==> src/rtl/alu_pkg.sv <==
package alu_pkg;

    typedef enum logic [3:0] {
        OP_ADD = 4'd0,
        OP_SUB = 4'd1,
        OP_AND = 4'd2,
        OP_OR  = 4'd3,
        OP_XOR = 4'd4,
        OP_SLL = 4'd5,
        OP_SRL = 4'd6,
        OP_SRA = 4'd7
    } alu_op_e;

    typedef enum logic [1:0] {
        BW_AND = 2'd0,
        BW_OR  = 2'd1,
        BW_XOR = 2'd2
    } bw_sel_e;

    typedef enum logic [1:0] {
        RES_ZERO  = 2'd0,
        RES_ARITH = 2'd1,
        RES_BW    = 2'd2,
        RES_SHIFT = 2'd3
    } res_src_e;

    // Control word decoded from the operation code.
    typedef struct packed {
        res_src_e src;
        logic     negate_b;
        bw_sel_e  bw;
        logic     shl;
        logic     sign_fill;
    } alu_ctl_t;

endpackage

==> src/rtl/alu_addsub.sv <==
module alu_addsub #(
    parameter int XLEN = 32
) (
    input  logic            negate_b,
    input  logic [XLEN-1:0] a,
    input  logic [XLEN-1:0] b,
    output logic [XLEN-1:0] sum
);
    logic [XLEN-1:0] b_eff_d;
    logic [XLEN:0]   wide_d;

    always_comb begin
        b_eff_d = negate_b ? ~b : b;
        wide_d  = {1'b0, a} + {1'b0, b_eff_d} + {{XLEN{1'b0}}, negate_b};
        sum     = wide_d[XLEN-1:0];
    end

    always_comb begin
        if (!negate_b) begin
            a_r1_add_inverse: assert (sum - b == a)
                else $error("R1 sum does not invert");
        end else begin
            a_r2_sub_inverse: assert (sum + b == a)
                else $error("R2 difference does not invert");
        end
    end
endmodule

==> src/rtl/alu_bitwise.sv <==
module alu_bitwise #(
    parameter int XLEN = 32
) (
    input  alu_pkg::bw_sel_e sel,
    input  logic [XLEN-1:0]  a,
    input  logic [XLEN-1:0]  b,
    output logic [XLEN-1:0]  y
);
    import alu_pkg::*;

    always_comb begin
        unique case (sel)
            BW_AND:  y = a & b;
            BW_OR:   y = a | b;
            BW_XOR:  y = a ^ b;
            default: y = '0;
        endcase
    end

    always_comb begin
        if (sel == BW_AND) begin
            a_r3_and_subset: assert (((y & ~a) | (y & ~b)) == '0)
                else $error("R3 AND sets a bit absent from an operand");
        end
        if (sel == BW_OR) begin
            a_r3_or_cover: assert (((a | b) & ~y) == '0 && (y & ~(a | b)) == '0)
                else $error("R3 OR mismatch");
        end
        if (sel == BW_XOR) begin
            a_r3_xor_inverse: assert ((y ^ b) == a)
                else $error("R3 XOR does not invert");
        end
    end
endmodule

==> src/rtl/alu_shifter.sv <==
module alu_shifter #(
    parameter int XLEN = 32,
    localparam int SHW = $clog2(XLEN)
) (
    input  logic            shl,
    input  logic            sign_fill,
    input  logic [XLEN-1:0] a,
    input  logic [SHW-1:0]  amt,
    output logic [XLEN-1:0] y
);
    // A left shift reuses the right-shift stages on bit-reversed data.
    logic [XLEN-1:0] rev_in;
    logic [XLEN-1:0] rev_out;
    logic [XLEN-1:0] stage [SHW+1];
    logic            fill_d;

    assign fill_d = sign_fill & ~shl & a[XLEN-1];

    for (genvar i = 0; i < XLEN; i++) begin : g_rev
        assign rev_in[i]  = a[XLEN-1-i];
        assign rev_out[i] = stage[SHW][XLEN-1-i];
    end

    assign stage[0] = shl ? rev_in : a;

    for (genvar k = 0; k < SHW; k++) begin : g_stage
        localparam int STEP = 1 << k;
        assign stage[k+1] = amt[k] ? {{STEP{fill_d}}, stage[k][XLEN-1:STEP]}
                                   : stage[k];
    end

    assign y = shl ? rev_out : stage[SHW];

    always_comb begin
        if (shl) begin
            a_r4_low_zero: assert ((y & ((XLEN'(1) << amt) - XLEN'(1))) == '0)
                else $error("R4 vacated low bits not zero");
        end else if (!sign_fill && amt != '0) begin
            a_r5_high_zero: assert (y[XLEN-1] == 1'b0)
                else $error("R5 vacated high bit not zero");
        end else if (sign_fill) begin
            a_r6_sign_kept: assert (y[XLEN-1] == a[XLEN-1])
                else $error("R6 sign bit not kept");
        end
    end
endmodule

==> src/rtl/int_alu32.sv <==
module int_alu32 #(
    parameter int XLEN = 32,
    localparam int SHW = $clog2(XLEN)
) (
    input  logic [3:0]      op_sel,
    input  logic [XLEN-1:0] opnd_a,
    input  logic [XLEN-1:0] opnd_b,
    output logic [XLEN-1:0] result
);
    import alu_pkg::*;

    alu_ctl_t        ctl_d;
    logic [XLEN-1:0] arith_d;
    logic [XLEN-1:0] bw_d;
    logic [XLEN-1:0] shift_d;

    always_comb begin
        ctl_d = '{src: RES_ZERO, negate_b: 1'b0, bw: BW_AND, shl: 1'b0, sign_fill: 1'b0};
        case (op_sel)
            OP_ADD: ctl_d.src = RES_ARITH;
            OP_SUB: begin ctl_d.src = RES_ARITH; ctl_d.negate_b = 1'b1; end
            OP_AND: begin ctl_d.src = RES_BW; ctl_d.bw = BW_AND; end
            OP_OR:  begin ctl_d.src = RES_BW; ctl_d.bw = BW_OR;  end
            OP_XOR: begin ctl_d.src = RES_BW; ctl_d.bw = BW_XOR; end
            OP_SLL: begin ctl_d.src = RES_SHIFT; ctl_d.shl = 1'b1; end
            OP_SRL: ctl_d.src = RES_SHIFT;
            OP_SRA: begin ctl_d.src = RES_SHIFT; ctl_d.sign_fill = 1'b1; end
            default: ctl_d.src = RES_ZERO;
        endcase
    end

    alu_addsub #(.XLEN(XLEN)) u_addsub (
        .negate_b (ctl_d.negate_b),
        .a        (opnd_a),
        .b        (opnd_b),
        .sum      (arith_d)
    );

    alu_bitwise #(.XLEN(XLEN)) u_bitwise (
        .sel (ctl_d.bw),
        .a   (opnd_a),
        .b   (opnd_b),
        .y   (bw_d)
    );

    alu_shifter #(.XLEN(XLEN)) u_shifter (
        .shl       (ctl_d.shl),
        .sign_fill (ctl_d.sign_fill),
        .a         (opnd_a),
        .amt       (opnd_b[SHW-1:0]),
        .y         (shift_d)
    );

    always_comb begin
        unique case (ctl_d.src)
            RES_ARITH: result = arith_d;
            RES_BW:    result = bw_d;
            RES_SHIFT: result = shift_d;
            default:   result = '0;
        endcase
    end

    always_comb begin
        if (op_sel[3]) begin
            a_r8_unused_zero: assert (result == '0)
                else $error("R8 unused code gave a nonzero result");
        end
        if (op_sel == 4'd5 && opnd_b[SHW-1:0] == '0) begin
            a_r7_zero_amount: assert (result == opnd_a)
                else $error("R7 zero shift amount changed the value");
        end
    end
endmodule

==> config.mk <==
export PLATFORM = sky130hd
export DESIGN_NAME = int_alu32
export DESIGN_NICKNAME = d
export VERILOG_FILES = /design/src/rtl/alu_pkg.sv /design/src/rtl/alu_addsub.sv /design/src/rtl/alu_bitwise.sv /design/src/rtl/alu_shifter.sv /design/src/rtl/int_alu32.sv
export SDC_FILE = /design/constraint.sdc
export NUM_CORES = 1
export LEC_CHECK = 0
export CAP_MARGIN = 20
export CORE_ASPECT_RATIO = 1.5
export CORE_MARGIN = 2
export CORE_UTILIZATION = 55
export DETAILED_ROUTE_END_ITERATION = 8
export MAX_ROUTING_LAYER = met4
export PLACE_DENSITY = 0.83
export SYNTH_ARGS = -nofsm -noshare
export SYNTH_HDL_FRONTEND = slang
export SYNTH_HIERARCHICAL = 1
export SYNTH_SLANG_ARGS = --single-unit
==> constraint.sdc <==
create_clock -name vclk -period 7.5
set_input_delay 1.5 -clock vclk [all_inputs]
set_output_delay 1.5 -clock vclk [all_outputs]
set_load 0.05 [all_outputs]
* Word level (Yosys, flattened, before mapping)
Index checks and enable logic that the tools add are counted.
W data, S select, Z words.
** Operators by class
- Add/sub/neg operators :: 2
- Multipliers :: 0
- Divide/modulo/power cells :: 0
- Magnitude comparators :: 0
- Equality and inequality tests :: 12
- Shift operators :: 0
- Multiplexer cells :: 15
- Bitwise gates (word level) :: 7
- Reductions and logical operators :: 5
** Operator list (count)
- $mux W32 :: 8
- $pmux W32 S3 :: 2
- $add A32 B1 Y32 :: 1
- $add A32 B32 Y32 :: 1
- $and A32 B32 Y32 :: 1
- $not A32 Y32 :: 1
- $or A32 B32 Y32 :: 1
- $xor A32 B32 Y32 :: 1
- $eq A4 B3 Y1 const B :: 4
- $eq A4 B2 Y1 const B :: 2
- $eq A2 B2 Y1 const B :: 3
- $pmux W2 S3 :: 1
- $reduce_or A3 Y1 :: 2
- $eq A2 B1 Y1 const B :: 2
- $eq A4 B1 Y1 const B :: 1
- $logic_not A4 Y1 :: 1
- $pmux W2 S2 :: 1
- $mux W1 :: 3
- $and A1 B1 Y1 :: 2
- $logic_not A2 Y1 :: 1
- $reduce_or A2 Y1 :: 1
- $not A1 Y1 :: 1
** Word-level totals
- Bits in registers :: 0
- Bits in latches :: 0
- Memory bits (writable) :: 0
- Memory bits (read-only) :: 0
- Logic and storage cells :: 41
- Memories :: 0

* Longest topological paths before layout
- Depth after elaboration :: 12
- Gate-level depth with buffers :: 16
- Depth with buffers taken out :: 14

* By module
The synthesis kept the hierarchy.
** By module, submodules not included
- alu_shifter :: instances 1, cells each 461, area an instance 3594.7 µm², seq. area each 0.0 µm²
- alu_addsub :: instances 1, cells each 292, area an instance 2145.8 µm², seq. area each 0.0 µm²
- alu_bitwise :: instances 1, cells each 204, area an instance 1691.6 µm², seq. area each 0.0 µm²
- int_alu32 :: instances 1, cells each 86, area an instance 678.2 µm², seq. area each 0.0 µm²

* Least setup slack after synthesis
No wires, ideal clock.
- Path type :: input to output
- Start point :: input op_sel[1]
- End point :: output result[28]
- Data arrival time :: 4.900 ns
- Setup slack :: 1.100 ns
- Cell stages on the path :: 16
- Buffers on the path :: 2
- Path through :: nand2b_1 > nor3_1 > buf_6 > clkbuf_1 > xor2_1 > inv_1 > fa_1 > nand2b_1 > a21oi_1 > nor2_1 > o211ai_1 > o22ai_1 > o311a_1 > nor3_1 > and2_1 > a221o_1
** RTL lines
- from (decl) :: RTL line int_alu32.sv:5 : input logic [3:0] op_sel,
- to (decl) :: RTL line int_alu32.sv:8 : output logic [XLEN-1:0] result

==> key figures <==
Critical path
  • Kind of critical path: input port to primary output
  • Critical Path Fanout Max: 31
  • Required arrival time at the worst endpoint: 6.00 ns
  • Kind of start point of the critical path: input port
  • Critical Path Sink Type: primary output
  • Arrival time of the worst setup path: 5.71 ns

STA
  • Final slew viol count: 0
  • Total Negative Setup Slacks: 0 ns
  • Upper clock frequency limit: 0.139 GHz
  • Setup violations, final: 0
  • Slew at the pin with the worst max-slew slack: 0.962 ns
  • Final period util: 96.1%
  • Relative slew slack: 35.0%
  • Unrepaired setup endpoints after global routing: no
  • Worst setup margin: 0.294 ns
  • Fin. Hold Viols: 0
  • Crit path time final: 7.21 ns

Synth
  • Cell types with the largest area share after synthesis: sky130_fd_sc_hd__ha_1, sky130_fd_sc_hd__mux4_2, sky130_fd_sc_hd__mux2i_1
  • Average footprint of a synthesized cell: 7.78 sq um
  • Nets in the synthesized netlist: 1209
  • Synthesized netlist cell count: 1043
  • Sequential area share after synthesis: 0%
  • Synth Warn #: 6
  • Distinct cell type count after synthesis: 83
  • Netlist area before placement: 8110 sq um
  • Dominant cell type by area after synthesis: sky130_fd_sc_hd__ha_1
  • Share of the synthesized area in the top cell type: 15.0%

Die
  • Std-Cell Rows: 54
  • Die Width: 103 microns
  • Die area: 15800 sq um
  • Core Region: 14500 sq um
  • Effective utilization at floorplan: 56.1%
  • Top-level port count: 100
  • Vertical die dimension: 153 microns

Drt
  • Residual DRC count: 0
  • Ratio of routed vias to standard cells: 7.14
  • First-pass iteration count of the detailed router: 6
  • Average detailed-routed wire length per instance: 27.0 microns
  • Drt initial violations: 780
  • Antenna-violating nets left: 0
  • Via Count: 9279
  • Total wire length after detailed routing: 35.0 mm

Global route
  • Vias in the first global route: 9166
  • Final global-route overflow total: 0
  • Wire length of the first global-routing pass: 52.7 mm
  • All-Layer GR Usage: 45.1%
  • Maximum number of pins on one net before global-route repair: 59
  • Initial antenna violation count: 3

Clock tree
  • Number of setup buffers added after CTS: 0
  • Hold-fix buffer count after cts: 0
  • CTS-repair resized insts: 0

Place
  • Setup slack after placement: 0.347 ns
  • Last weighted congestion value of the routability-driven placer: 1.06
  • Number of input and output port buffers inserted: 100
  • HPWL Detailed: 26.3 mm

Hold path
  • Critical hold path startpoint: opnd_b[0]
  • End point of the worst hold path: result[0]
  • Class of the most critical hold timing path: input port to primary output
  • Count of cells along the worst hold path: 5

Run status
  • Result of the run: finished, final reports clean

Final layout
  • Leading cell type in the layout, fill and taps excluded: sky130_fd_sc_hd__ha_1
  • Final Net Count: 1269
  • Clock tree buffer count of the final layout: 0
  • Layout cell share with drive strength beyond 1: 16.5%
  • Seq. cell area: 0 sq um
  • Commonest cells after routing, fill and taps aside: sky130_fd_sc_hd__ha_1, sky130_fd_sc_hd__inv_1, sky130_fd_sc_hd__nand2_1, sky130_fd_sc_hd__clkdlybuf4s50_1, sky130_fd_sc_hd__nor2_1
  • Number of sequential cells in the layout: 0
  • Signed area change from the synthesized netlist to the final layout: 13.5%

Power and ir drop
  • LEAKAGE: 4.08 nW
  • Power per cell area: 87.4 nW/um^2
  • IR Drop Worst-Case VDD: 0.0582 mV

Flow run
  • Max-cap violations: 0
[kinds of logic after synthesis]
kind of cell               synth area share (%)
AOI/OAI and AO/OA                          27.3
xor gates and xnor gates                   6.70
muxes                                      24.1
buffers and inverters                      9.16
adders and majority gates                  15.2
and+or+nand+nor                            17.5
[critical path: stages]
cell	delay (ns)
sky130_fd_sc_hd__clkdlybuf4s50_1	0.61
sky130_fd_sc_hd__nand2b_1	0.18
sky130_fd_sc_hd__nor3_2	0.27
sky130_fd_sc_hd__buf_12	0.28
sky130_fd_sc_hd__xor2_1	0.17
sky130_fd_sc_hd__ha_1	0.33
sky130_fd_sc_hd__a211o_1	0.31
sky130_fd_sc_hd__a21oi_2	0.24
sky130_fd_sc_hd__a21boi_0	0.20
sky130_fd_sc_hd__or4_1	0.52
sky130_fd_sc_hd__a21oi_1	0.17
sky130_fd_sc_hd__o21bai_1	0.10
sky130_fd_sc_hd__xor2_1	0.15
sky130_fd_sc_hd__and2_1	0.16
sky130_fd_sc_hd__a221o_1	0.28
sky130_fd_sc_hd__buf_4	0.20
[area by class of cell]
type | count | area [sq um]
well taps | 196 | 245
fillers | 1360 | 5260
diodes | 2 | 5.00
multi-input cells | 887 | 7400
inverters | 79 | 297
repair buffers | 135 | 1260
[metal layers]
metal | vias to the layer above | part of all wire [%] | track usage (%)
met3 | 213 | 9.2 | 10.2
li1 | 4057 | - | -
met4 | 0 | 9.3 | 31.5
met2 | 623 | 47 | 71.4
met5 | - | 0 | -
met1 | 4386 | 34 | 48.6
[per-stage QoR]
step                instance area (sq um)  std cells  power (mW)  hold slack, ns  util, %
global route                         9200       1299       0.847            4.08     63.6
global placement                     9180       1296       0.766            3.95     63.5
detailed placement                   9180       1296       0.772            4.00     63.5
CTS                                  9180       1296       0.775            3.99     63.5
floorplan                            8110       1043       0.515            3.61        -
finish                               9200       1299       0.805            3.99     63.6
[Yosys cell counts, types with 35 or more instances]
master,count
sky130_fd_sc_hd__ha_1,97
sky130_fd_sc_hd__xor2_1,42
sky130_fd_sc_hd__mux2_2,48
sky130_fd_sc_hd__nand2_1,76
sky130_fd_sc_hd__o22ai_1,49
sky130_fd_sc_hd__a221o_1,35
sky130_fd_sc_hd__nor2_1,67
sky130_fd_sc_hd__mux2i_1,61
sky130_fd_sc_hd__and2_1,38
sky130_fd_sc_hd__inv_1,77
sky130_fd_sc_hd__a21oi_1,51
sky130_fd_sc_hd__clkbuf_1,35
[power by group]
part | switching [mW] | total [mW] | internal (mW)
clock network | 0 | 0.0000000212 | 0.0000000211
registers | 0 | 0 | 0
logic | 0.492 | 0.805 | 0.313
[worst max path at each step]
stage                 endpoint      start  slack, ns  cells after the start
CTS                 result[30]  op_sel[0]       0.35                     16
global route        result[30]  op_sel[0]       0.10                     16
global placement    result[30]  op_sel[0]       0.41                     16
finish              result[30]  op_sel[0]       0.29                     16
floorplan           result[28]  op_sel[1]       1.10                     16
detailed placement  result[30]  op_sel[0]       0.35                     16
Note: power is estimated with default switching activity, not from simulation.
